--- src/rtl/pwm3_pkg.sv ---
package pwm3_pkg;
  localparam int unsigned NPH = 3;
endpackage

--- src/rtl/pwm3_timebase.sv ---
module pwm3_timebase #(
  parameter int unsigned CNT_W = 12,
  parameter int unsigned DT_W  = 10
) (
  input  logic             clk_i,
  input  logic             rst_ni,
  input  logic [CNT_W-1:0] period_i,
  input  logic [DT_W-1:0]  dead_i,
  input  logic [CNT_W-1:0] minpw_i,
  output logic             load_o,
  output logic             sync_o,
  output logic             valid_o,
  output logic [CNT_W-1:0] fold_o,
  output logic [CNT_W-1:0] half_o,
  output logic [DT_W-1:0]  dead_o,
  output logic [CNT_W-1:0] minpw_o
);
  localparam logic [CNT_W-1:0] ONE = CNT_W'(1);

  logic [CNT_W-1:0] pos_q, per_q, minpw_q;
  logic [DT_W-1:0]  dead_q;
  logic             sync_q, wrap;

  assign wrap = (per_q == '0) || (pos_q == per_q - ONE);

  always_ff @(posedge clk_i or negedge rst_ni) begin
    if (!rst_ni) begin
      pos_q   <= '0;
      per_q   <= '0;
      dead_q  <= '0;
      minpw_q <= '0;
      sync_q  <= 1'b0;
    end else if (wrap) begin
      pos_q   <= '0;
      per_q   <= period_i;
      dead_q  <= dead_i;
      minpw_q <= minpw_i;
      sync_q  <= 1'b1;
    end else begin
      pos_q  <= pos_q + ONE;
      sync_q <= 1'b0;
    end
  end

  assign half_o  = per_q >> 1;
  assign fold_o  = (pos_q < half_o) ? pos_q : (per_q - pos_q - ONE);
  assign valid_o = (per_q >= CNT_W'(2));
  assign load_o  = wrap;
  assign sync_o  = sync_q;
  assign dead_o  = dead_q;
  assign minpw_o = minpw_q;

  a_r1_pos_in_range: assert property (@(posedge clk_i) disable iff (!rst_ni)
    (per_q != '0) |-> (pos_q < per_q));
  a_r1_sync_single: assert property (@(posedge clk_i) disable iff (!rst_ni)
    (sync_q && per_q > ONE) |=> !sync_q);
  a_r9_shadow_hold: assert property (@(posedge clk_i) disable iff (!rst_ni)
    !sync_q |-> ($stable(per_q) && $stable(dead_q) && $stable(minpw_q)));
endmodule

--- src/rtl/pwm3_phase.sv ---
module pwm3_phase #(
  parameter int unsigned CNT_W = 12,
  parameter int unsigned DT_W  = 10
) (
  input  logic             clk_i,
  input  logic             rst_ni,
  input  logic             load_i,
  input  logic             en_i,
  input  logic [CNT_W-1:0] duty_i,
  input  logic [CNT_W-1:0] fold_i,
  input  logic [CNT_W-1:0] half_i,
  input  logic [DT_W-1:0]  dead_i,
  input  logic [CNT_W-1:0] minpw_i,
  output logic             hi_o,
  output logic             lo_o
);
  localparam int unsigned W = CNT_W + 2;

  logic [CNT_W-1:0] duty_q;
  logic [W-1:0] dh, half_w, fold_w, dead_w, mp_w, thr, on_thr, w_hi, w_lo;
  logic full, hi_raw, lo_raw, hi_del, lo_del;

  always_ff @(posedge clk_i or negedge rst_ni) begin
    if (!rst_ni)     duty_q <= '0;
    else if (load_i) duty_q <= duty_i;
  end

  always_comb begin
    dh     = W'(duty_q) >> 1;
    half_w = W'(half_i);
    fold_w = W'(fold_i);
    dead_w = W'(dead_i);
    mp_w   = W'(minpw_i);
    thr    = (dh >= half_w) ? '0 : (half_w - dh);
    on_thr = thr + dead_w;
    full   = (thr == '0);
    w_hi   = (half_w > on_thr) ? ((half_w - on_thr) << 1) : '0;
    w_lo   = thr << 1;
    // full-on bypasses dead time: no guard across the period boundary
    hi_raw = full || (fold_w >= on_thr);
    lo_raw = (fold_w < thr);
    hi_del = !full && (w_hi < mp_w);
    lo_del = (w_lo < mp_w);
  end

  assign hi_o = en_i && hi_raw && !hi_del;
  assign lo_o = en_i && lo_raw && !lo_del;

  a_r5_no_overlap: assert property (@(posedge clk_i) disable iff (!rst_ni)
    !(hi_o && lo_o));
  a_r4_gap_after_lo: assert property (@(posedge clk_i) disable iff (!rst_ni)
    ($fell(lo_o) && !$past(load_i) && dead_i != '0) |-> !hi_o);
  a_r4_gap_after_hi: assert property (@(posedge clk_i) disable iff (!rst_ni)
    ($fell(hi_o) && !$past(load_i) && dead_i != '0) |-> !lo_o);
endmodule

--- src/rtl/pwm3_trip.sv ---
module pwm3_trip (
  input  logic clk_i,
  input  logic rst_ni,
  input  logic trip_i,
  input  logic clr_i,
  input  logic load_i,
  output logic off_o
);
  logic trip_q, pend_q;

  always_ff @(posedge clk_i or negedge rst_ni) begin
    if (!rst_ni) begin
      trip_q <= 1'b0;
      pend_q <= 1'b0;
    end else if (trip_i) begin
      trip_q <= 1'b1;
      pend_q <= 1'b0;
    end else if (load_i && pend_q) begin
      trip_q <= 1'b0;
      pend_q <= 1'b0;
    end else if (clr_i && trip_q) begin
      pend_q <= 1'b1;
    end
  end

  assign off_o = trip_i || trip_q;

  a_r10_trip_latch: assert property (@(posedge clk_i) disable iff (!rst_ni)
    trip_i |=> trip_q);
  a_r10_release_at_start: assert property (@(posedge clk_i) disable iff (!rst_ni)
    $fell(trip_q) |-> $past(load_i));
endmodule

--- src/rtl/pwm3_center.sv ---
module pwm3_center
  import pwm3_pkg::*;
#(
  parameter int unsigned CNT_W = 12,
  parameter int unsigned DT_W  = 10
) (
  input  logic             clk_i,
  input  logic             rst_ni,
  input  logic [CNT_W-1:0] period_i,
  input  logic [DT_W-1:0]  dead_i,
  input  logic [CNT_W-1:0] minpw_i,
  input  logic [CNT_W-1:0] duty_a_i,
  input  logic [CNT_W-1:0] duty_b_i,
  input  logic [CNT_W-1:0] duty_c_i,
  input  logic             trip_i,
  input  logic             trip_clr_i,
  output logic [NPH-1:0]   hi_o,
  output logic [NPH-1:0]   lo_o,
  output logic             sync_o
);
  logic             load, valid, off, en;
  logic [CNT_W-1:0] fold, half, minpw_s;
  logic [DT_W-1:0]  dead_s;
  logic [NPH-1:0][CNT_W-1:0] duty;

  assign duty = {duty_c_i, duty_b_i, duty_a_i};

  pwm3_timebase #(.CNT_W(CNT_W), .DT_W(DT_W)) u_tb (
    .clk_i(clk_i), .rst_ni(rst_ni), .period_i(period_i), .dead_i(dead_i),
    .minpw_i(minpw_i), .load_o(load), .sync_o(sync_o), .valid_o(valid),
    .fold_o(fold), .half_o(half), .dead_o(dead_s), .minpw_o(minpw_s)
  );

  pwm3_trip u_trip (
    .clk_i(clk_i), .rst_ni(rst_ni), .trip_i(trip_i), .clr_i(trip_clr_i),
    .load_i(load), .off_o(off)
  );

  assign en = valid && !off;

  for (genvar g = 0; g < NPH; g++) begin : g_ph
    pwm3_phase #(.CNT_W(CNT_W), .DT_W(DT_W)) u_ph (
      .clk_i(clk_i), .rst_ni(rst_ni), .load_i(load), .en_i(en),
      .duty_i(duty[g]), .fold_i(fold), .half_i(half), .dead_i(dead_s),
      .minpw_i(minpw_s), .hi_o(hi_o[g]), .lo_o(lo_o[g])
    );
  end

  a_r10_blank: assert property (@(posedge clk_i) disable iff (!rst_ni)
    trip_i |-> (hi_o == '0 && lo_o == '0));
endmodule

--- config.mk ---
export PLATFORM = sky130hd
export DESIGN_NAME = pwm3_center
export DESIGN_NICKNAME = d
export VERILOG_FILES = /design/src/rtl/pwm3_pkg.sv /design/src/rtl/pwm3_timebase.sv /design/src/rtl/pwm3_phase.sv /design/src/rtl/pwm3_trip.sv /design/src/rtl/pwm3_center.sv
export SDC_FILE = /design/constraint.sdc
export NUM_CORES = 1
export LEC_CHECK = 0
export BUFFER_PORTS_ARGS = -buffer_cell sky130_fd_sc_hd__buf_2
export CAP_MARGIN = 20
export CELL_PAD_IN_SITES_DETAIL_PLACEMENT = 0
export CELL_PAD_IN_SITES_GLOBAL_PLACEMENT = 1
export CORE_MARGIN = 8
export CORE_UTILIZATION = 43
export DETAILED_ROUTE_END_ITERATION = 7
export PLACE_DENSITY_LB_ADDON = 0.1
export RECOVER_POWER = 25
export SLEW_MARGIN = 20
export SYNTH_ARGS = -nofsm -noshare
export SYNTH_HDL_FRONTEND = slang
export SYNTH_SLANG_ARGS = --single-unit
--- constraint.sdc ---
create_clock -name clk_i -period 7.5 [get_ports clk_i]
set_input_delay 0.75 -clock clk_i [delete_from_list [all_inputs] [get_ports clk_i]]
set_output_delay 0.75 -clock clk_i [all_outputs]
set_load 0.005 [all_outputs]
; Word level (Yosys, flattened, before mapping)
; Cells that the tools add are included.
[totals]
ff_bits = 85
in_bits = 74
output_inout_bits = 7
elab_cells = 97
[op_classes]
add_sub_neg = 13
n_lt_le_gt_ge = 20
n_eq_ne = 1
mux = 14
n_reduce_logical = 39
[op_table]
columns = cell, n
row1 = $lt 14x12->1, 6
row2 = $mux 14, 6
row3 = $add 14x10->14, 3
row4 = $ge 12x14->1, 3
row5 = $gt 11x14->1, 3
row6 = $logic_not 14->1, 3
row7 = $lt 12x14->1, 3
row8 = $sub 11x13->13, 3
row9 = $sub 11x11->12, 3
row10 = $ge 11x11->1, 3
row11 = $mux 12, 2
row12 = $sub 12x1->12 const B, 2
row13 = $logic_and 1x1->1, 18
row14 = $add 12x1->12 const B, 1
row15 = $eq 12x12->1, 1
row16 = $ge 12x2->1 const B, 1
row17 = $logic_not 12->1, 1
row18 = $lt 12x11->1, 1
row19 = $sub 12x12->12, 1
row20 = $logic_not 1->1, 10
row21 = $mux 1, 6
row22 = $logic_or 1x1->1, 5
row23 = $reduce_bool 3->1, 1
row24 = $reduce_bool 2->1, 1

; Longest topological paths before layout
[logic_depth]
depth_word = 9
ltp_mapped = 39
ltp_nobuf = 36

; Hierarchy
; A second synthesis with hierarchy kept.
[hier_totals]
hier_cells = 1575
hier_area_um2 = 12892.4
[by_module_without_submodules]
columns = mod, n_inst, cells_per_inst, area_each_um2, seq_area_each_um2
row1 = pwm3_timebase, 1, 328, 3310.7, 1176.1
row2 = pwm3_phase (g_ph[0].u_ph), 1, 415, 3181.8, 275.3
row3 = pwm3_phase (g_ph[1].u_ph), 1, 411, 3173.0, 275.3
row4 = pwm3_phase (g_ph[2].u_ph), 1, 412, 3126.7, 275.3
row5 = pwm3_trip, 1, 8, 86.3, 50.0
row6 = pwm3_center, 1, 1, 13.8, 0.0

; Worst setup path after synthesis
; Ideal clock, no wire load.
[synth_timing]
path_type = register -> output
startpoint = register u_tb.per_q[1]
endpoint = output port hi_o[0]
arrival_time_ps = 7425
required_ps = 6750
setup_slack_ps = -675
path_stages_with_launch = 40
n_path_buf = 3
path_cell_list = dfrtp_1 -> inv_1 -> ha_1 -> inv_1 -> fa_1 -> a211o_1 -> o211ai_1 -> a21oi_1 -> o211ai_1 -> a21oi_1 -> clkbuf_1 -> nand2_1 -> inv_1 -> fa_1 -> a211oi_1 -> nor2_1 -> o21a_1 -> nor2_1 -> (+4 left out) -> or3_1 -> maj3_1 -> maj3_1 -> a21oi_1 -> a211o_1 -> buf_4 -> nor2_1 -> ha_1 -> nor2b_1 -> o21a_1 -> o21ai_0 -> a21oi_1 -> o311ai_0 -> a21boi_0 -> a311oi_1 -> nor4_1 -> a32o_1 -> buf_4
[synth_between]
elab_chain_cells = 9
elab_cells_between_ends = 22
cone_classes = 5 x add/sub / 6 x order compare / 3 x mux / 8 x reduce/logical
[synth_lines]
columns = element, line
row1 = "start, declared", pwm3_timebase.sv:20  ; logic [CNT_W-1:0] pos_q, per_q, minpw_q;
row2 = "start signal, assigned", pwm3_timebase.sv:35  ; per_q <= period_i;
row3 = $sub 11x11->12 or $ge 11x11->1 (tied branches), pwm3_phase.sv:34  ; thr = (dh >= half_w) ? '0 : (half_w - dh);
row4 = $mux 14, pwm3_phase.sv:34
row5 = $add 14x10->14, pwm3_phase.sv:35  ; on_thr = thr + dead_w;
row6 = $sub 11x13->13 or $gt 11x14->1 (tied branches), pwm3_phase.sv:37  ; w_hi = (half_w > on_thr) ? ((half_w - on_thr) << 1) : '0;
row7 = $mux 14, pwm3_phase.sv:37
row8 = $lt 14x12->1, pwm3_phase.sv:42  ; hi_del = !full && (w_hi < mp_w);
row9 = $logic_and 1x1->1, pwm3_phase.sv:42
row10 = $logic_not 1->1, pwm3_phase.sv:46  ; assign hi_o = en_i && hi_raw && !hi_del;
row11 = $logic_and 1x1->1 (*), pwm3_phase.sv:46
row12 = "end, declared", pwm3_center.sv:17  ; output logic [NPH-1:0] hi_o,
; Mark *: on every way between the ends. The rest lies on a longest branch, timed or not.

; Final worst setup path
[layout_timing]
startpoint = register u_tb.per_q[1]
endpoint = output port hi_o[2]
; Same word-level chain as after synthesis.

==> out/summary.md <==
• finished, violations left — result of the run
• capacitance limit, slew limit, setup timing — failing checks
• 0.007704 uW — static leakage
• 0.006979 ns — largest clock skew in the final design
• true — setup repair after global routing missed its margin
• 0.03299 mm2 — Die Footprint
• 81 — count of pins on the block boundary
• 122.7 MHz — fmax
• 24.22% — proportion of total power due to net switching
• 0.07317 mV — maximum VDD drop
• 2528 — number of filler cells placed in the layout
• 0 — number of flops mapped to enable cells by yosys
• 43.77% — starting utilization of the core area
• 2 — max-cap check violation count
• 0 — synthesis warning total
• u_tb.dead_o[4] — r2r endpoint
• 30.33% — Synth-to-Final Area Change
• -0.6497 ns — least setup slack across all paths after layout
• sky130_fd_sc_hd__buf_6 — most frequent CP cell
• 82 — clock sinks
• 0 — hold-fix buffer count after cts
• 2 — clock buffer depth
• u_tb.per_q[1] — launch point of the worst reg-to-reg path
• sky130_fd_sc_hd__dfrtp_1 — Max stage delay cell, worst path
• 3.096 ns — pin slew with the least headroom to its limit
• sky130_fd_sc_hd__dfrtp_1 — dominant register cell in the synthesized netlist
• 0.07 ns — Clock transition at path regs
• g_ph[2].u_ph.duty_q[4] — Hold Path Sink
• 18.91 um — wire length per cell after detailed routing
• 3 — count of final setup violators
• g_ph[2].u_ph.duty_q[4] — startpoint of the tightest hold check path
• output pin — crit path capture type
• flip-flop to flip-flop — path category of the worst min-delay check
• 529 — DRT iter0 DRCs
• 17.40% — sequential element share of the synthesized area
• 8.150 ns — post-layout min period
• 8.266 um2 — post-synthesis average cell area
• 61.15 mW/mm2 — power per unit of standard cell area
• sky130_fd_sc_hd__ha_1 — library cell occupying the most area in the post-synthesis netlist
• 6 — CP max FO
• 25.78% — top cell type's share of synthesized area
• 0 — residual DRC count
• 0.02695 mm2 — core box area
• 181.6 um — horizontal die dimension
• 39830 um — Routed Wire Length
• 5.400 — vias per cell
• 0 — initial antenna violation count
• flip-flop to output pin — kind of critical path
• 49.9% — clock network fraction of total power
• 3.37 ns — slack of the worst reg-to-reg path
• 31910 um — half-perimeter wire length of the detailed placement result
• 74 — synth unique cells
• 60 — standard-cell row count
• 24.24% — total track usage
• 0 — number of nets with antenna violations after detailed routing
• 3.0% — Gate power share
• -106.4% — headroom to the max-slew limit
• 3 — number of levels the H-tree was split into
• 6.75 ns — required time worst endpoint
• sky130_fd_sc_hd__clkbuf_16 — clock tree root driver cell
• 0 — Ant. Diodes
• flip-flop — startpoint types
• 2088 — layout net count
• 0 — Final Hold Violating Endpoints
• 0.009666 mm2 — combined area of the multi-input logic cells
• 14 — length in cells of the worst reg-to-reg path
• 85 — number of max-slew violations in the final report
• 77 — port bufs
• 712.3 uW — P_int
• 108.7% — fin crit share
• 100.0% — async set-reset flop share out of synthesis
• built — TritonCTS clock tree
• 60 — maximum number of pins on one net before global-route repair
• 1754 — Mapped Nets
• 28.33% — share of final-layout standard cells stronger than drive strength 1
• sky130_fd_sc_hd__ha_1 (243), sky130_fd_sc_hd__nand2_1 (128), sky130_fd_sc_hd__inv_1 (119) — Commonest cells post-synth
• 0.002054 mm2 — combined flip-flop and latch cell area
• 940.0 uW — total power
• 227.6 uW — switching power summed over all nets
• -0.5002 ns — worst setup slack after placement
• 11370 — DR vias
• 47.1% — Flop pwr share
• 0.9009 — global placer's final weighted congestion
• 62420 um — first-pass GRT wire length
• 0.01180 mm2 — Mapped Area
• 7.40 ns — critical path data arrival time
• 5 — First-pass DRT Iterations
• 82 — number of synthesized register bits
• 1427 — Post-Synthesis Cells
• sky130_fd_sc_hd__ha_1 (26%), sky130_fd_sc_hd__dfrtp_1 (17%), sky130_fd_sc_hd__xnor2_1 (5.1%) — top cells by area, synth
• 9 — number of buffers added by the clock tree synthesis step
• 181.6 um — die outline height
• 2 — Hold Crit Depth
• 0.35 ns — clock insertion delay at the later pin of the skew report
• 11530 — number of global-route vias before repair
• sky130_fd_sc_hd__ha_1 — library cell with the highest instance count after synthesis
• 0.41 ns — CP peak stage delay
• 0 — grt total ovfl
[power groups by stage]
stage / sequential [uW] / clock, uW / combinational [uW]
after detailed placement: 451 / 0 / 29.4
after global placement: 451 / 0 / 29.2
after CTS: 442 / 482 / 29.6
final: 442 / 469 / 28.1
after global routing: 442 / 496 / 32.2
after floorplan: 451 / 0 / 1.09
[worst max-delay path, delay by kind of cell, from the launching register on]
family | cells | cell delay (ns)
AOI/OAI and AO/OA | 14 | 2.44
buffers and inverters | 9 | 0.88
and+or+nand+nor | 6 | 0.76
adders and majority gates | 8 | 2.30
DFF | 1 | 0.41
xor gates and xnor gates | 1 | 0.25
[repair_timing]
item                       in CTS  in global routing
cloned                          0                  0
setup endpoints to repair       3                  3
pin swaps                      60                 73
buffers inserted               19                 16
resized for setup              68                 45
[cells in the final DEF, fill, tap and decap left out, types with 34 or more instances in the layout]
cell type,instances
sky130_fd_sc_hd__a21o_1,39
sky130_fd_sc_hd__a21oi_1,65
sky130_fd_sc_hd__buf_2,75
sky130_fd_sc_hd__buf_4,265
sky130_fd_sc_hd__dfrtp_1,80
sky130_fd_sc_hd__ha_1,226
sky130_fd_sc_hd__inv_1,111
sky130_fd_sc_hd__nand2_1,121
sky130_fd_sc_hd__nor2_1,92
sky130_fd_sc_hd__o21a_1,34
sky130_fd_sc_hd__o21ai_0,97
sky130_fd_sc_hd__xnor2_1,67
[through the flow]
stage	TNS (ns)	cells	instance area (um2)	utilization [%]	hold WS, ns
CTS	-2.328	2093	15090	55.97	0.3254
finish	-1.647	2106	15370	57.04	0.5344
detailed placement	-1.189	2059	14380	53.35	0.5269
floorplan	-0.02481	1427	11930	-	0.4544
global placement	-0.9434	2058	14370	53.32	0.5137
global route	-2.749	2106	15370	57.04	0.5733
[cells by family after synthesis]
kind of cell             after synthesis  share of synthesized area (%)
adder cells (fa/ha/maj)              263                          28.32
flip-flops                            82                          17.40
multiplexers                          22                          2.026
AO/OA/AOI/OAI                        393                          21.56
XOR/XNOR                             103                          7.882
AND/OR/NAND/NOR                      416                          17.23
buffers and inverters                148                          5.590
[how the worst max path moves through the flow]
stage               to  cells past startpoint  slack, ns           from
2_1_floorplan  hi_o[0]                     38      -0.02  u_tb.per_q[1]
3_3_place_gp   hi_o[0]                     37      -0.45  u_tb.per_q[1]
3_5_place_dp   hi_o[0]                     37      -0.50  u_tb.per_q[1]
4_1_cts        hi_o[0]                     37      -0.84  u_tb.per_q[1]
5_1_grt        hi_o[0]                     37      -1.03  u_tb.per_q[1]
6_report       hi_o[2]                     38      -0.65  u_tb.per_q[1]
[final cells by class]
| class | instances | area share (%) |
|---|---|---|
| clock buffers | 10 | 1.490 |
| clock inverters | 5 | 0.3744 |
| inverters | 120 | 2.963 |
| multi-input cells | 1197 | 62.88 |
| flip-flops and latches | 82 | 13.36 |
| well taps | 341 | 2.776 |
| repair buffers | 351 | 16.16 |
[registers in the layout, summed over array words and instances (netlist names)]
name	cells
g_ph.u_ph.duty_q	33
u_tb.dead_o	10
u_trip.pend_q	1
u_tb.minpw_o	12
u_tb.per_q	12
u_tb.pos_q	12
u_trip.trip_q	1
u_tb.sync_o	1
[metal layers]
metal	wire [um]	up-vias	global-route usage, %	part of all wire (%)
met2	17350	270	39.01	44
li1	-	5834	-	-
met5	0	-	0	0
met1	18590	5189	31.69	47
met3	2085	80	3.772	5.2
met4	1796	0	10.59	4.5
Power figures use the tool's default switching activity.
